--- config.mk ---
export PLATFORM = sky130hd
export DESIGN_NAME = slp_pwr_ctrl
export DESIGN_NICKNAME = d
export VERILOG_FILES = /design/src/rtl/slp_pkg.sv /design/src/rtl/slp_regs.sv /design/src/rtl/slp_seq.sv /design/src/rtl/slp_clkgen.sv /design/src/rtl/slp_pwr_ctrl.sv
export SDC_FILE = /design/constraint.sdc
export NUM_CORES = 1
export LEC_CHECK = 0
export BUFFER_PORTS_ARGS = -buffer_cell sky130_fd_sc_hd__buf_4
export CORE_MARGIN = 2
export CORE_UTILIZATION = 31
export DETAILED_ROUTE_END_ITERATION = 6
export PLACE_DENSITY = 0.63
export REMOVE_ABC_BUFFERS = 1
export SETUP_SLACK_MARGIN = 0.15
export SLEW_MARGIN = 30
export SYNTH_ARGS = -nofsm -noshare
export SYNTH_HDL_FRONTEND = slang
export SYNTH_SLANG_ARGS = --single-unit
export TNS_END_PERCENT = 50
--- constraint.sdc ---
create_clock -name clk -period 1.3 [get_ports clk]
set_clock_uncertainty 0.1 [all_clocks]
set_input_delay 0.065 -clock clk [delete_from_list [all_inputs] [get_ports clk]]
set_output_delay 0.065 -clock clk [all_outputs]
set_load 0.03 [all_outputs]
--- src/rtl/slp_pkg.sv ---
package slp_pkg;

    // Mode field encodings; all other values are reserved
    localparam logic [2:0] SM_IDLE  = 3'b000;
    localparam logic [2:0] SM_ADCNR = 3'b001;
    localparam logic [2:0] SM_PDOWN = 3'b010;
    localparam logic [2:0] SM_STBY  = 3'b100;

    // Bit positions inside the mode register
    localparam int MODE_LSB = 1;
    localparam int MODE_W   = 3;
    localparam int ARM_BIT  = 0;

    // Bit positions inside the shutdown register
    localparam int SD_ADC_BIT = 1;
    localparam int SD_TMR_BIT = 0;

    typedef struct packed {
        logic cpu;
        logic io;
        logic adc;
        logic tmr;
        logic osc;
    } clk_en_t;

    function automatic logic mode_reserved(input logic [2:0] m);
        return !((m == SM_IDLE) || (m == SM_ADCNR) ||
                 (m == SM_PDOWN) || (m == SM_STBY));
    endfunction

endpackage

--- src/rtl/slp_regs.sv ---
module slp_regs
    import slp_pkg::*;
#(
    parameter int ADDR_W   = 2,
    parameter int SCR_ADDR = 0,
    parameter int PRR_ADDR = 1
) (
    input  logic              clk,
    input  logic              rst_n,
    input  logic              bus_wr,
    input  logic [ADDR_W-1:0] bus_addr,
    input  logic [7:0]        bus_wdata,
    input  logic              adc_en_in,
    output logic [7:0]        bus_rdata,
    output logic [2:0]        scr_mode,
    output logic              scr_se,
    output logic              scr_wr,
    output logic              prr_adc,
    output logic              prr_tmr,
    output logic              adc_pr_err
);

    localparam logic [ADDR_W-1:0] SCR_A = ADDR_W'(SCR_ADDR);
    localparam logic [ADDR_W-1:0] PRR_A = ADDR_W'(PRR_ADDR);

    typedef struct packed {
        logic [MODE_W-1:0] mode;
        logic              se;
        logic              sd_adc;
        logic              sd_tmr;
        logic              err;
    } regs_t;

    regs_t r_d, r_q;
    logic  hit_scr, hit_prr, refuse;

    always_comb begin
        r_d     = r_q;
        hit_scr = bus_wr && (bus_addr == SCR_A);
        hit_prr = bus_wr && (bus_addr == PRR_A);
        // ADC shutdown is refused while the converter is still enabled
        refuse  = hit_prr && bus_wdata[SD_ADC_BIT] && !r_q.sd_adc && adc_en_in;

        if (hit_scr) begin
            r_d.mode = bus_wdata[MODE_LSB +: MODE_W];
            r_d.se   = bus_wdata[ARM_BIT];
        end

        if (hit_prr) begin
            r_d.sd_tmr = bus_wdata[SD_TMR_BIT];
            r_d.sd_adc = refuse ? r_q.sd_adc : bus_wdata[SD_ADC_BIT];
            r_d.err    = refuse;
        end
    end

    always_ff @(posedge clk or negedge rst_n) begin
        if (!rst_n) begin
            r_q <= '0;
        end else begin
            r_q <= r_d;
        end
    end

    // Read mux; unused bits are forced to zero
    always_comb begin
        bus_rdata = 8'h00;
        if (bus_addr == SCR_A) begin
            bus_rdata[MODE_LSB +: MODE_W] = r_q.mode;
            bus_rdata[ARM_BIT]            = r_q.se;
        end else if (bus_addr == PRR_A) begin
            bus_rdata[SD_ADC_BIT] = r_q.sd_adc;
            bus_rdata[SD_TMR_BIT] = r_q.sd_tmr;
        end
    end

    assign scr_mode   = r_q.mode;
    assign scr_se     = r_q.se;
    assign scr_wr     = hit_scr;
    assign prr_adc    = r_q.sd_adc;
    assign prr_tmr    = r_q.sd_tmr;
    assign adc_pr_err = r_q.err;

endmodule

--- src/rtl/slp_seq.sv ---
module slp_seq
    import slp_pkg::*;
(
    input  logic       clk,
    input  logic       rst_n,
    input  logic       sleep_exec,
    input  logic       wake,
    input  logic       scr_se,
    input  logic [2:0] scr_mode,
    input  logic       scr_wr,
    output logic       asleep,
    output logic [2:0] cur_mode,
    output logic       mode_err
);

    typedef struct packed {
        logic       asleep;
        logic [2:0] mode;
        logic       merr;
    } seq_t;

    seq_t s_d, s_q;

    always_comb begin
        s_d = s_q;
        // A mode-register write clears the sticky flag; a new fault in the same cycle wins
        if (scr_wr) begin
            s_d.merr = 1'b0;
        end
        if (!s_q.asleep) begin
            if (sleep_exec && scr_se) begin
                if (mode_reserved(scr_mode)) begin
                    s_d.merr = 1'b1;
                end else begin
                    s_d.asleep = 1'b1;
                    s_d.mode   = scr_mode;
                end
            end
        end else if (wake) begin
            s_d.asleep = 1'b0;
        end
    end

    always_ff @(posedge clk or negedge rst_n) begin
        if (!rst_n) begin
            s_q <= '0;
        end else begin
            s_q <= s_d;
        end
    end

    assign asleep   = s_q.asleep;
    assign cur_mode = s_q.mode;
    assign mode_err = s_q.merr;

endmodule

--- src/rtl/slp_clkgen.sv ---
module slp_clkgen
    import slp_pkg::*;
#(
    parameter bit TMR_RUN_IN_ADCNR = 1'b0
) (
    input  logic       asleep,
    input  logic [2:0] cur_mode,
    input  logic       prr_adc,
    input  logic       prr_tmr,
    output clk_en_t    ce
);

    logic tmr_nr;

    // Variant: whether the timer keeps ticking in ADC noise reduction
    generate
        if (TMR_RUN_IN_ADCNR) begin : g_tmr_nr_on
            assign tmr_nr = 1'b1;
        end else begin : g_tmr_nr_off
            assign tmr_nr = 1'b0;
        end
    endgenerate

    clk_en_t base;

    always_comb begin
        base = '{cpu: 1'b1, io: 1'b1, adc: 1'b1, tmr: 1'b1, osc: 1'b1};
        if (asleep) begin
            case (cur_mode)
                SM_IDLE:  base = '{cpu: 1'b0, io: 1'b1, adc: 1'b1, tmr: 1'b1, osc: 1'b1};
                SM_ADCNR: base = '{cpu: 1'b0, io: 1'b0, adc: 1'b1, tmr: tmr_nr, osc: 1'b1};
                SM_PDOWN: base = '{cpu: 1'b0, io: 1'b0, adc: 1'b0, tmr: 1'b0, osc: 1'b0};
                SM_STBY:  base = '{cpu: 1'b0, io: 1'b0, adc: 1'b0, tmr: 1'b0, osc: 1'b1};
                default:  base = '{cpu: 1'b0, io: 1'b0, adc: 1'b0, tmr: 1'b0, osc: 1'b0};
            endcase
        end
        ce     = base;
        ce.adc = base.adc && !prr_adc;
        ce.tmr = base.tmr && !prr_tmr;
    end

endmodule

--- src/rtl/slp_pwr_ctrl.sv ---
module slp_pwr_ctrl
    import slp_pkg::*;
#(
    parameter int ADDR_W           = 2,
    parameter int SCR_ADDR         = 0,
    parameter int PRR_ADDR         = 1,
    parameter bit TMR_RUN_IN_ADCNR = 1'b0
) (
    input  logic              clk,
    input  logic              rst_n,
    input  logic              bus_wr,
    input  logic [ADDR_W-1:0] bus_addr,
    input  logic [7:0]        bus_wdata,
    output logic [7:0]        bus_rdata,
    input  logic              sleep_exec,
    input  logic              wake,
    input  logic              adc_en_in,
    output logic              cpu_clk_en,
    output logic              io_clk_en,
    output logic              adc_clk_en,
    output logic              tmr_clk_en,
    output logic              osc_run,
    output logic              asleep,
    output logic              mode_err,
    output logic              adc_pr_err,
    output logic              adc_mux_block
);

    logic [2:0] scr_mode;
    logic       scr_se;
    logic       scr_wr;
    logic       prr_adc;
    logic       prr_tmr;
    logic [2:0] cur_mode;
    clk_en_t    ce;

    slp_regs #(
        .ADDR_W  (ADDR_W),
        .SCR_ADDR(SCR_ADDR),
        .PRR_ADDR(PRR_ADDR)
    ) u_regs (
        .clk       (clk),
        .rst_n     (rst_n),
        .bus_wr    (bus_wr),
        .bus_addr  (bus_addr),
        .bus_wdata (bus_wdata),
        .adc_en_in (adc_en_in),
        .bus_rdata (bus_rdata),
        .scr_mode  (scr_mode),
        .scr_se    (scr_se),
        .scr_wr    (scr_wr),
        .prr_adc   (prr_adc),
        .prr_tmr   (prr_tmr),
        .adc_pr_err(adc_pr_err)
    );

    slp_seq u_seq (
        .clk       (clk),
        .rst_n     (rst_n),
        .sleep_exec(sleep_exec),
        .wake      (wake),
        .scr_se    (scr_se),
        .scr_mode  (scr_mode),
        .scr_wr    (scr_wr),
        .asleep    (asleep),
        .cur_mode  (cur_mode),
        .mode_err  (mode_err)
    );

    slp_clkgen #(
        .TMR_RUN_IN_ADCNR(TMR_RUN_IN_ADCNR)
    ) u_clkgen (
        .asleep  (asleep),
        .cur_mode(cur_mode),
        .prr_adc (prr_adc),
        .prr_tmr (prr_tmr),
        .ce      (ce)
    );

    assign cpu_clk_en    = ce.cpu;
    assign io_clk_en     = ce.io;
    assign adc_clk_en    = ce.adc;
    assign tmr_clk_en    = ce.tmr;
    assign osc_run       = ce.osc;
    assign adc_mux_block = prr_adc;

endmodule

==> flow_summary.toml <==
[routing]
ant_nets = 0
wl_per_cell_um = 12.57
first_iter_violations = 11
dr.pass1.iters = 4
drc = 0
drt-total-wl_um = 1773
vias = 643
viasPerCell = 4.560

[place]
dp_hpwl_um = 1137
portBuffers = 24
gp_congestion = 0.8182
pre_cts_slack_ps = -55.25

[worst_setup_path]
critPathKind = "flip-flop to output pin"
cp_max_fo = 2
max_stage_delay_ps = 390
cp_cell_sequence = "or2_4, o21ai_2, nor2b_1, buf_4"
ff2ff_setup_slack_ps = 40
endpoint_kind = "output pin"
critPathArrivalTime_ps = 1360
cp_data_required_time_ps = 1130
critPathLaunchType = "flip-flop"
cp_slowest_cell = "dfrtp_1"

[synthesis]
yosysSeqAreaShare = 0.4715
netlist_area_um2 = 636.9
syn_inst = 65
syn_avg_cell_area_um2 = 9.798
synth_xor_area_frac = 0
synth.distinct_cells = 22
synth_fa_ha_area_frac = 0
synth.mux.area_fraction = 0.1198
ys_seq_elements = 12
synth_warnings = 0
synth_top_family_by_area = "simple AND/OR/NAND/NOR gates"
synth_compound_area_frac = 0.1611
yosys.area_share.simple = 0.1650

[power_and_ir_drop]
pwr-share-clk = 0.163
p_int_mw = 1.139
power_frac_comb = 0.551
p_sw_frac = 0.3747
powerDensity_nw_per_um2 = 1567
p_seq_frac = 0.286
power.leakage_nw = 0.5524
power.switching_uw = 682.3
peakVddDrop_v = 0.001085

[floorplan]
die_area_um2 = 2433
start_util = 0.3280
row_count = 16
die_w_um = 49.33
pin_count = 33
die_h_um = 49.33
design.core.area_um2 = 1942

[global_route]
gr-total-overflow = 0
antenna_found_initial = 0
grt_pass1_vias = 673
grt_pass1_wl_um = 2815
grt_usage = 0.1518
grt_max_degree = 13

[cts]
clkSinkCount = 12
clkTransAtPathRegs_ps = 80
cts_tree = "done"
clkLatencyLatePin_ps = 280
htree_levels = 1
root_buffer = "clkbuf_4"
cts_made_buffers = 3
cts_max_path_buffers = 2

[hold_path]
worstHoldPathType = "input port to async pin"

[sta]
timing.hold.ws_ps = 44.90
fin_crit_sh = 1.172
fin_crit_ps = 1524
hold_viol = 0
timing.final.ws_setup_ps = -224.1
fmaxAchievable_mhz = 656.1
slew_viol_final = 0
rsz0062_at_grt = "yes"
setup_viol = 4

[layout]
nFillCells = 169
nets = 131
area_growth_pct = 82.51
layout-drive-gt1-share = 0.5526
antenna_cells = 0

[status]
violations = "negative setup slack"
status = "complete, but fails checks"

[job]
maxCapViolations = 0
-- cell type report --
type                       count  area [um2]  area share
clock buffer                   4       36.28     0.03122
inverter                       1       6.256    0.005382
multi-input combinational     49       349.1      0.3003
sequential                    12       302.8      0.2605
tap                           27       33.78     0.02906
timing repair buffer          48       434.2      0.3735
-- registers in the layout (all words and copies together), names as in the netlist --
signal / count
u_seq.asleep: 1
u_seq.cur_mode: 3
u_regs.prr_adc: 1
u_seq.mode_err: 1
u_regs.prr_tmr: 1
u_regs.scr_mode: 3
u_regs.scr_se: 1
u_regs.adc_pr_err: 1
-- repair_timing --
action / CTS / global route
resized for setup: 22 / 11
setup endpoints to repair: 14 / 15
pin swaps: 11 / 7
endpoints found under the hold margin: 20 / 0
setup buffers: 7 / 3
hold buffers: 7 / 0
-- cells by family (layout without fill, tap and decap cells) --
group	Yosys count	after routing
AOI/OAI and AO/OA	16	16
buffers and inverters	7	53
DFF	12	12
muxes	7	7
other	1	4
and+or+nand+nor	22	22
-- cells in the mapped netlist --
library cell | instances | area share
a211oi_1 | 2 | 0.024
a21o_1 | 2 | 0.024
a21oi_1 | 5 | 0.039
a22o_1 | 1 | 0.014
a22o_2 | 1 | 0.016
and2_1 | 2 | 0.020
and3b_1 | 1 | 0.014
buf_4 | 4 | 0.047
buf_6 | 1 | 0.018
clkbuf_1 | 1 | 0.0059
conb_1 | 1 | 0.0059
dfrtp_1 | 12 | 0.47
inv_1 | 1 | 0.0059
mux2_2 | 5 | 0.088
mux2i_1 | 2 | 0.031
nand2_1 | 5 | 0.029
nand3b_1 | 2 | 0.024
nor2_1 | 10 | 0.059
nor2b_1 | 1 | 0.0098
o21ai_0 | 4 | 0.031
o22a_1 | 1 | 0.014
or2_2 | 1 | 0.0098
-- through the flow --
stage / instance area (um2) / cells / total power [mW] / util / TNS, ps
finish: 1162 / 141 / 1.821 / 0.5986 / -704.0
global route: 1162 / 141 / 1.922 / 0.5986 / -902.6
CTS: 1097 / 138 / 1.713 / 0.5651 / -672.7
detailed placement: 869.6 / 120 / 1.228 / 0.4478 / -75.69
global placement: 869.6 / 120 / 1.218 / 0.4478 / -15.20
floorplan: 603.1 / 62 / 0.9235 / - / -1294
-- power by group through the flow --
stage	Clock (mW)	Combinational [mW]	Sequential, mW
after floorplan	0	0.330	0.594
after global placement	0	0.696	0.522
after detailed placement	0	0.702	0.526
after CTS	0.303	0.890	0.520
after global routing	0.324	1.07	0.532
final	0.298	1.00	0.521
-- placed cells by master (no fill, tap or decap), types with 3 or more instances in the layout --
master / netlist / routed
clkbuf_4: 0 / 3
dfrtp_1: 12 / 10
buf_6: 1 / 15
nand2_1: 5 / 5
a21oi_1: 5 / 3
buf_4: 4 / 26
mux2_2: 5 / 5
conb_1: 1 / 4
dlygate4sd3_1: 0 / 7
o21ai_0: 4 / 3
nor2_1: 10 / 8
-- final timing paths --
kind / start / to / cells past startpoint
max: u_seq.cur_mode[1] / tmr_clk_en / 4
min: rst_n / u_seq.cur_mode[2] / 2
max reg2reg: u_regs.scr_se / u_seq.cur_mode[1] / 3
min reg2reg: u_seq.mode_err / u_seq.mode_err / 1
max in group asynchronous: rst_n / u_regs.scr_mode[0] / 2
min in group clk: bus_wr / u_regs.adc_pr_err / 3
-- per-layer routing --
metal  part of all wire  GRT usage  vias up  wire (um)
li1                   -          -      315          -
met1               0.36     0.1599      306        641
met2               0.58     0.2703       20       1027
met3              0.052    0.06442        2         92
met4             0.0068    0.04762        0         12
met5                  0          0        -          0
-- worst max-delay path, delay by kind of cell (launching register included) --
family	cells	cell delay (ps)
AO/OA/AOI/OAI	1	130
buffers and inverters	1	160
flip-flops	1	390
AND/OR/NAND/NOR	2	400
Note: power is estimated with default switching activity, not from simulation.
